[src/rtl/edid_seq_pkg.sv]
package edid_seq_pkg;

    typedef enum logic [1:0] {
        OP_START = 2'd0,
        OP_WRITE = 2'd1,
        OP_READ  = 2'd2,
        OP_STOP  = 2'd3
    } op_e;

    typedef enum logic [3:0] {
        S_IDLE,
        S_SETTLE,
        S_SEG_ADR,
        S_SEG_DAT,
        S_SEG_STP,
        S_OFF_ADR,
        S_OFF_DAT,
        S_RD_ADR,
        S_RD_DAT,
        S_RD_STP,
        S_NEXT,
        S_DONE,
        S_ABT_STP,
        S_FAIL,
        S_HOLD
    } st_e;

    localparam logic [6:0] SEG_DEV   = 7'h30;
    localparam logic [6:0] ROM_DEV   = 7'h50;
    localparam int         BLK_BYTES = 128;

    localparam logic [1:0] FAIL_NONE   = 2'd0;
    localparam logic [1:0] FAIL_NOSINK = 2'd1;
    localparam logic [1:0] FAIL_NOSEG  = 2'd2;

endpackage

[src/rtl/edid_settle_timer.sv]
module edid_settle_timer #(
    parameter int CYCLES = 500000,
    localparam int CW = $clog2(CYCLES + 1)
) (
    input  logic clk,
    input  logic rst_n,
    input  logic run,
    output logic expired
);

    logic [CW-1:0] cnt;

    always_ff @(posedge clk or negedge rst_n) begin
        if (!rst_n) begin
            cnt <= '0;
        end else if (!run) begin
            cnt <= '0;
        end else if (!expired) begin
            cnt <= cnt + 1'b1;
        end
    end

    assign expired = run && (cnt == CW'(CYCLES - 1));

endmodule

[src/rtl/edid_blk_acc.sv]
module edid_blk_acc (
    input  logic       clk,
    input  logic       rst_n,
    input  logic       clr,
    input  logic       hdr_clr,
    input  logic       en,
    input  logic [6:0] idx,
    input  logic [7:0] data,
    output logic       sum_zero,
    output logic       hdr_ok,
    output logic [7:0] ext_cnt
);

    logic [7:0] sum;
    logic       hdr_bad;
    logic [7:0] hdr_exp;

    assign hdr_exp = (idx == 7'd0 || idx == 7'd7) ? 8'h00 : 8'hFF;

    always_ff @(posedge clk or negedge rst_n) begin
        if (!rst_n) begin
            sum     <= '0;
            hdr_bad <= 1'b0;
            ext_cnt <= '0;
        end else begin
            if (clr) begin
                sum <= '0;
            end else if (en) begin
                sum <= sum + data;
            end
            if (hdr_clr) begin
                hdr_bad <= 1'b0;
            end else if (en && idx < 7'd8 && data != hdr_exp) begin
                hdr_bad <= 1'b1;
            end
            if (en && idx == 7'd126) begin
                ext_cnt <= data;
            end
        end
    end

    assign sum_zero = (sum == 8'h00);
    assign hdr_ok   = !hdr_bad;

endmodule

[src/rtl/edid_seq.sv]
module edid_seq
    import edid_seq_pkg::*;
#(
    parameter int MAX_BLOCKS    = 8,
    parameter int SETTLE_CYCLES = 500000,
    localparam int IDX_W = (MAX_BLOCKS > 1) ? $clog2(MAX_BLOCKS) : 1,
    localparam int CNT_W = $clog2(MAX_BLOCKS + 1)
) (
    input  logic                  clk,
    input  logic                  rst_n,
    input  logic                  hpd,
    output logic                  op_valid,
    output logic [1:0]            op_code,
    output logic [7:0]            op_byte,
    output logic                  op_last,
    input  logic                  op_done,
    input  logic                  op_ack,
    input  logic [7:0]            op_rdata,
    output logic                  byte_valid,
    output logic [7:0]            byte_data,
    output logic [IDX_W-1:0]      byte_blk,
    output logic [6:0]            byte_idx,
    output logic                  done,
    output logic                  header_ok,
    output logic [MAX_BLOCKS-1:0] blk_ok,
    output logic [CNT_W-1:0]      blk_count,
    output logic                  fail,
    output logic [1:0]            fail_code
);

    st_e              st, st_nx;
    logic [IDX_W-1:0] blk;
    logic [6:0]       bcnt;
    logic [CNT_W-1:0] total;
    logic [1:0]       fcode_r;

    logic             settle_done;
    logic             rd_strobe;
    logic             sum_zero;
    logic             acc_hdr;
    logic [7:0]       ext_cnt;

    logic [8:0]       need;
    logic [CNT_W-1:0] eff_total;
    logic [CNT_W-1:0] cur_total;
    logic [CNT_W-1:0] blk_inc;
    logic             last_blk;
    logic [7:0]       seg_byte;

    edid_settle_timer #(.CYCLES(SETTLE_CYCLES)) u_tmr (
        .clk     (clk),
        .rst_n   (rst_n),
        .run     (st == S_SETTLE),
        .expired (settle_done)
    );

    edid_blk_acc u_acc (
        .clk      (clk),
        .rst_n    (rst_n),
        .clr      (st == S_RD_ADR),
        .hdr_clr  (st == S_RD_ADR && blk == '0),
        .en       (rd_strobe),
        .idx      (bcnt),
        .data     (op_rdata),
        .sum_zero (sum_zero),
        .hdr_ok   (acc_hdr),
        .ext_cnt  (ext_cnt)
    );

    assign rd_strobe = (st == S_RD_DAT) && op_done;

    // Block budget: extension count plus base block, clipped to capacity
    always_comb begin
        need      = {1'b0, ext_cnt} + 9'd1;
        eff_total = (need > 9'(MAX_BLOCKS)) ? CNT_W'(MAX_BLOCKS) : CNT_W'(need);
        cur_total = (blk == '0) ? eff_total : total;
        blk_inc   = CNT_W'(blk) + 1'b1;
        last_blk  = (blk_inc >= cur_total);
        seg_byte  = 8'(blk >> 1);
    end

    // Next-state logic
    always_comb begin
        st_nx = st;
        unique case (st)
            S_IDLE:    if (hpd) st_nx = S_SETTLE;
            S_SETTLE:  if (settle_done) st_nx = S_SEG_ADR;
            S_SEG_ADR: if (op_done) begin
                           if (op_ack)                         st_nx = S_SEG_DAT;
                           else if (blk <= IDX_W'(1))          st_nx = S_SEG_STP;
                           else                                st_nx = S_ABT_STP;
                       end
            S_SEG_DAT: if (op_done) st_nx = S_SEG_STP;
            S_SEG_STP: if (op_done) st_nx = S_OFF_ADR;
            S_OFF_ADR: if (op_done) st_nx = op_ack ? S_OFF_DAT : S_ABT_STP;
            S_OFF_DAT: if (op_done) st_nx = S_RD_ADR;
            S_RD_ADR:  if (op_done) st_nx = op_ack ? S_RD_DAT : S_ABT_STP;
            S_RD_DAT:  if (op_done && bcnt == 7'(BLK_BYTES - 1)) st_nx = S_RD_STP;
            S_RD_STP:  if (op_done) st_nx = S_NEXT;
            S_NEXT:    st_nx = last_blk ? S_DONE : S_SEG_ADR;
            S_DONE:    st_nx = S_HOLD;
            S_ABT_STP: if (op_done) st_nx = S_FAIL;
            S_FAIL:    st_nx = S_HOLD;
            S_HOLD:    st_nx = S_HOLD;
            default:   st_nx = S_IDLE;
        endcase
        if (!hpd) st_nx = S_IDLE;
    end

    // State register
    always_ff @(posedge clk or negedge rst_n) begin
        if (!rst_n) st <= S_IDLE;
        else        st <= st_nx;
    end

    // Sequencing counters and results
    always_ff @(posedge clk or negedge rst_n) begin
        if (!rst_n) begin
            blk       <= '0;
            bcnt      <= '0;
            total     <= '0;
            blk_ok    <= '0;
            header_ok <= 1'b0;
            blk_count <= '0;
            fcode_r   <= FAIL_NONE;
        end else if (!hpd) begin
            blk       <= '0;
            bcnt      <= '0;
            total     <= '0;
            blk_ok    <= '0;
            header_ok <= 1'b0;
            blk_count <= '0;
            fcode_r   <= FAIL_NONE;
        end else begin
            if (st == S_SETTLE) begin
                blk  <= '0;
                bcnt <= '0;
            end
            if (st == S_RD_ADR) bcnt <= '0;
            if (rd_strobe)      bcnt <= bcnt + 1'b1;
            if (st == S_SEG_ADR && op_done && !op_ack && blk > IDX_W'(1))
                fcode_r <= FAIL_NOSEG;
            if ((st == S_OFF_ADR || st == S_RD_ADR) && op_done && !op_ack)
                fcode_r <= FAIL_NOSINK;
            if (st == S_NEXT) begin
                blk_ok[blk] <= sum_zero;
                blk_count   <= blk_inc;
                if (blk == '0) begin
                    header_ok <= acc_hdr;
                    total     <= eff_total;
                end
                if (!last_blk) blk <= blk + 1'b1;
            end
        end
    end

    // Outputs
    always_comb begin
        op_valid   = 1'b0;
        op_code    = OP_STOP;
        op_byte    = 8'h00;
        op_last    = 1'b0;
        unique case (st)
            S_SEG_ADR: begin op_valid = 1'b1; op_code = OP_START; op_byte = {SEG_DEV, 1'b0}; end
            S_SEG_DAT: begin op_valid = 1'b1; op_code = OP_WRITE; op_byte = seg_byte; end
            S_SEG_STP: begin op_valid = 1'b1; op_code = OP_STOP; end
            S_OFF_ADR: begin op_valid = 1'b1; op_code = OP_START; op_byte = {ROM_DEV, 1'b0}; end
            S_OFF_DAT: begin op_valid = 1'b1; op_code = OP_WRITE; op_byte = {blk[0], 7'b0}; end
            S_RD_ADR:  begin op_valid = 1'b1; op_code = OP_START; op_byte = {ROM_DEV, 1'b1}; end
            S_RD_DAT:  begin
                           op_valid = 1'b1;
                           op_code  = OP_READ;
                           op_last  = (bcnt == 7'(BLK_BYTES - 1));
                       end
            S_RD_STP,
            S_ABT_STP: begin op_valid = 1'b1; op_code = OP_STOP; end
            default:   begin end
        endcase
        byte_valid = rd_strobe;
        byte_data  = op_rdata;
        byte_blk   = blk;
        byte_idx   = bcnt;
        done       = (st == S_DONE);
        fail       = (st == S_FAIL);
        fail_code  = fcode_r;
    end

endmodule

[config.mk]
export PLATFORM = sky130hd
export DESIGN_NAME = edid_seq
export DESIGN_NICKNAME = d
export VERILOG_FILES = /design/src/rtl/edid_seq_pkg.sv /design/src/rtl/edid_settle_timer.sv /design/src/rtl/edid_blk_acc.sv /design/src/rtl/edid_seq.sv
export SDC_FILE = /design/constraint.sdc
export NUM_CORES = 1
export LEC_CHECK = 0
export BUFFER_PORTS_ARGS = -buffer_cell sky130_fd_sc_hd__buf_2
export CORE_MARGIN = 2
export CORE_UTILIZATION = 49
export CTS_CLUSTER_SIZE = 14
export DETAILED_ROUTE_END_ITERATION = 10
export PLACE_DENSITY = 0.7
export SLEW_MARGIN = 20
export SYNTH_ARGS = -nofsm -noshare
export SYNTH_HDL_FRONTEND = slang
export SYNTH_SLANG_ARGS = --single-unit
[constraint.sdc]
create_clock -name clk -period 3.55 [get_ports clk]
set_clock_uncertainty 0.2 [all_clocks]
set_input_delay 0.71 -clock clk [delete_from_list [all_inputs] [get_ports clk]]
set_output_delay 0.71 -clock clk [all_outputs]
set_load 0.01 [all_outputs]
==> impl_metrics.env <==
export IMPL_run_status="finished clean"
export IMPL_antenna_cells_inserted=0
export IMPL_pin_count_of_the_biggest_net_entering_global_routing=40
export IMPL_die_area_sq_um=9427
export IMPL_dr_total_vias=3556
export IMPL_layout_overhead_on_the_synthesized_area_pct=12.14
export IMPL_first_global_vias=3393
export IMPL_placeableCoreArea_sq_um=8299
export IMPL_layout_cells_most_common_list="sky130_fd_sc_hd__dfrtp_1, sky130_fd_sc_hd__buf_2, sky130_fd_sc_hd__nor2_1, sky130_fd_sc_hd__nand2_1, sky130_fd_sc_hd__o21ai_0"
export IMPL_synth_largest_area_cell="sky130_fd_sc_hd__dfrtp_1"
export IMPL_fillers=744
export IMPL_place_congestion=0.8425
export IMPL_drv_max_cap_violation_count=0
export IMPL_clk_pin_slew_ps=80
export IMPL_tritoncts="built"
export IMPL_num_io_pins=61
export IMPL_path_max_fanout=6
export IMPL_pwr_per_cell_area_nw_per_um2=453.8
export IMPL_setup_total_negative_slack_ps=0
export IMPL_worst_endpoint_arrival_ps=3300
export IMPL_power_leakage_uw=0.002265
export IMPL_worst_slew_pin_tran_ps=725.6
export IMPL_postLayoutCellArea_sq_um=4762
export IMPL_slew_headroom=0.5163
export IMPL_worstSetupEndpointType="flop"
export IMPL_finalCriticalPeriod_ps=3273
export IMPL_post_detailed_route_wirelength_per_cell_um=15.47
export IMPL_grt_antenna_before_repair=0
export IMPL_dpl_hpwl_um=6854
export IMPL_postSynthAreaPerCell_sq_um=9.093
export IMPL_first_pass_grt_wire_length_um=16240
export IMPL_layout_worst_path_cycle_share=0.9219
export IMPL_post_cts_setup_buffer_count=0
export IMPL_worst_skew_pair_late_latency_ps=340
export IMPL_achievable_frequency_ghz=0.3055
export IMPL_report_final_hold_viol_count=0
export IMPL_std_cell_rows=33
export IMPL_global_route_usage_total=0.2077
export IMPL_initial_utilization=0.5117
export IMPL_route_detailed_vias_per_inst=5.726
export IMPL_dr_first_iter_drc_count=242
export IMPL_placement_io_buffers=57
export IMPL_ys_ff_latch=69
export IMPL_cts_made_buffers=9
export IMPL_netlist_instances=467
export IMPL_synthFlopType="sky130_fd_sc_hd__dfrtp_1"
export IMPL_cp_start_kind="flop"
export IMPL_crit_required_ps=3580
export IMPL_finalMaxSlewViolations=0
export IMPL_overflow=0
export IMPL_dieHeight_um=97.10
export IMPL_critical_setup_path_kind="reg -> reg"
export IMPL_yosys_warnings=0
export IMPL_fp_dieW_um=97.10
export IMPL_synth_top_cell_area_share=0.4066
export IMPL_synth_area_sq_um=4247
export IMPL_setup_repair_after_global_routing_missed_its_margin="no"
export IMPL_setup_violations_final=0
export IMPL_drive_gt1_frac=0.1919
export IMPL_detail_route_first_pass_iterations=5
export IMPL_postRouteAntennaNets=0
export IMPL_final_common_cell="sky130_fd_sc_hd__dfrtp_1"
export IMPL_post_cts_resized=0
export IMPL_htreeDepth=3
export IMPL_post_cts_hold_buffer_count=0
export IMPL_synth_edff_count=0
export IMPL_clock_sinks=69
export IMPL_place_area_sq_um=4557
export IMPL_clk_root_buffer_cell="sky130_fd_sc_hd__clkbuf_8"
export IMPL_worst_hold_path_type="in -> async"
export IMPL_synth_area_top_cells="sky130_fd_sc_hd__dfrtp_1, sky130_fd_sc_hd__ha_1, sky130_fd_sc_hd__nor2_1"
export IMPL_cts_buffer_depth=2
export IMPL_rr_worst_depth=12
export IMPL_ir_drop_mv=0.2645
export IMPL_remaining_drc_errors=0
export IMPL_postSynth_asyncResetShare=1.000
export IMPL_nets=545
export IMPL_netlist_cell_type_count=62
export IMPL_portion_of_the_post_synthesis_area_used_by_sequential_elements=0.4066
export IMPL_final_wirelength_um=9605
[stage by stage]
stage	hold WS (ps)	setup slack [ps]	util	std cells	power [uW]
floorplan	214.4	222.5	-	469	1363
global placement	292.5	359.1	0.5491	605	1510
detailed placement	311.8	246.1	0.5491	605	1525
CTS	242.8	221.9	0.5733	621	2174
global route	270.5	50.22	0.5738	621	2299
finish	220.0	277.2	0.5738	621	2161
[report_power, final]
| group | total, uW | internal (uW) | leakage (uW) | switching, uW |
|---|---|---|---|---|
| registers | 945 | 834 | 0.000959 | 112 |
| clock network | 651 | 345 | 0.0000995 | 306 |
| logic | 564 | 221 | 0.00121 | 343 |
[sequential cells by signal, summed over array words and instances (netlist names)]
name and flops:
blk_count 4, u_acc.sum 8, total 4, byte_idx 7, u_tmr.cnt 19, fail_code 2, byte_blk 3, blk_ok 8
u_acc.hdr_bad 1, u_acc.ext_cnt 8, st 4, header_ok 1
[layout make-up]
type                    count  area [sq um]  share of cell area
repair buffers             63         342.8             0.07199
well taps                 105         131.4             0.02759
clock inverters             5         60.06             0.01261
clock buffers              11         141.4             0.02969
multi-input cells         349          2288              0.4806
inverters                  19         71.32             0.01498
flip-flops and latches     69          1727              0.3626
[path summary, 6_finish.rpt]
check	start	end	slack (ps)
min reg2reg	fail_code[1]	fail_code[1]	320
min	rst_n	u_tmr.cnt[4]	220
min in group clk	fail_code[1]	fail_code[1]	320
max in group asynchronous	rst_n	u_acc.ext_cnt[6]	2270
max	u_acc.ext_cnt[0]	byte_blk[0]	280
max reg2reg	u_acc.ext_cnt[0]	byte_blk[0]	280
[layer usage]
metal / up-vias / GRT usage / routed length (um)
met5: - / 0 / 0
met4: 0 / 0.07151 / 162
met3: 18 / 0.03381 / 344
met2: 79 / 0.3285 / 4531
met1: 1741 / 0.2912 / 4567
li1: 1718 / - / -
[cell usage after synthesis, types with 7 or more instances]
master,number
sky130_fd_sc_hd__nand4_1,7
sky130_fd_sc_hd__and3_1,14
sky130_fd_sc_hd__xnor2_1,7
sky130_fd_sc_hd__inv_1,18
sky130_fd_sc_hd__mux2_2,7
sky130_fd_sc_hd__clkbuf_1,14
sky130_fd_sc_hd__nand2_1,46
sky130_fd_sc_hd__o31ai_1,7
sky130_fd_sc_hd__a21oi_1,14
sky130_fd_sc_hd__nor2b_1,14
sky130_fd_sc_hd__nor2_1,47
sky130_fd_sc_hd__xor2_1,17
sky130_fd_sc_hd__o21ai_0,26
sky130_fd_sc_hd__mux2i_1,11
sky130_fd_sc_hd__nand3_1,18
sky130_fd_sc_hd__ha_1,20
sky130_fd_sc_hd__dfrtp_1,69
sky130_fd_sc_hd__nor3_1,11
sky130_fd_sc_hd__buf_4,12
[critical path, stage by stage, from the launching register on]
cell and delay, ps:
sky130_fd_sc_hd__dfrtp_1 450, sky130_fd_sc_hd__ha_1 270, sky130_fd_sc_hd__xor2_1 230, sky130_fd_sc_hd__o21ai_0 100, sky130_fd_sc_hd__and3_1 250, sky130_fd_sc_hd__a22o_1 200
sky130_fd_sc_hd__ha_1 270, sky130_fd_sc_hd__nand2b_1 140, sky130_fd_sc_hd__a211o_1 300, sky130_fd_sc_hd__a21oi_2 220, sky130_fd_sc_hd__nand2_1 160, sky130_fd_sc_hd__and3_1 200
sky130_fd_sc_hd__o21a_1 170
[cells by family after synthesis]
family	share of synthesized area
mux	0.04449
other cells	0.0008831
compound gates	0.1417
simple gates	0.2360
fa+ha+maj	0.06364
xor+xnor	0.04950
flops	0.4066
buf+inv	0.05716
(Power assumes the default switching activity.)
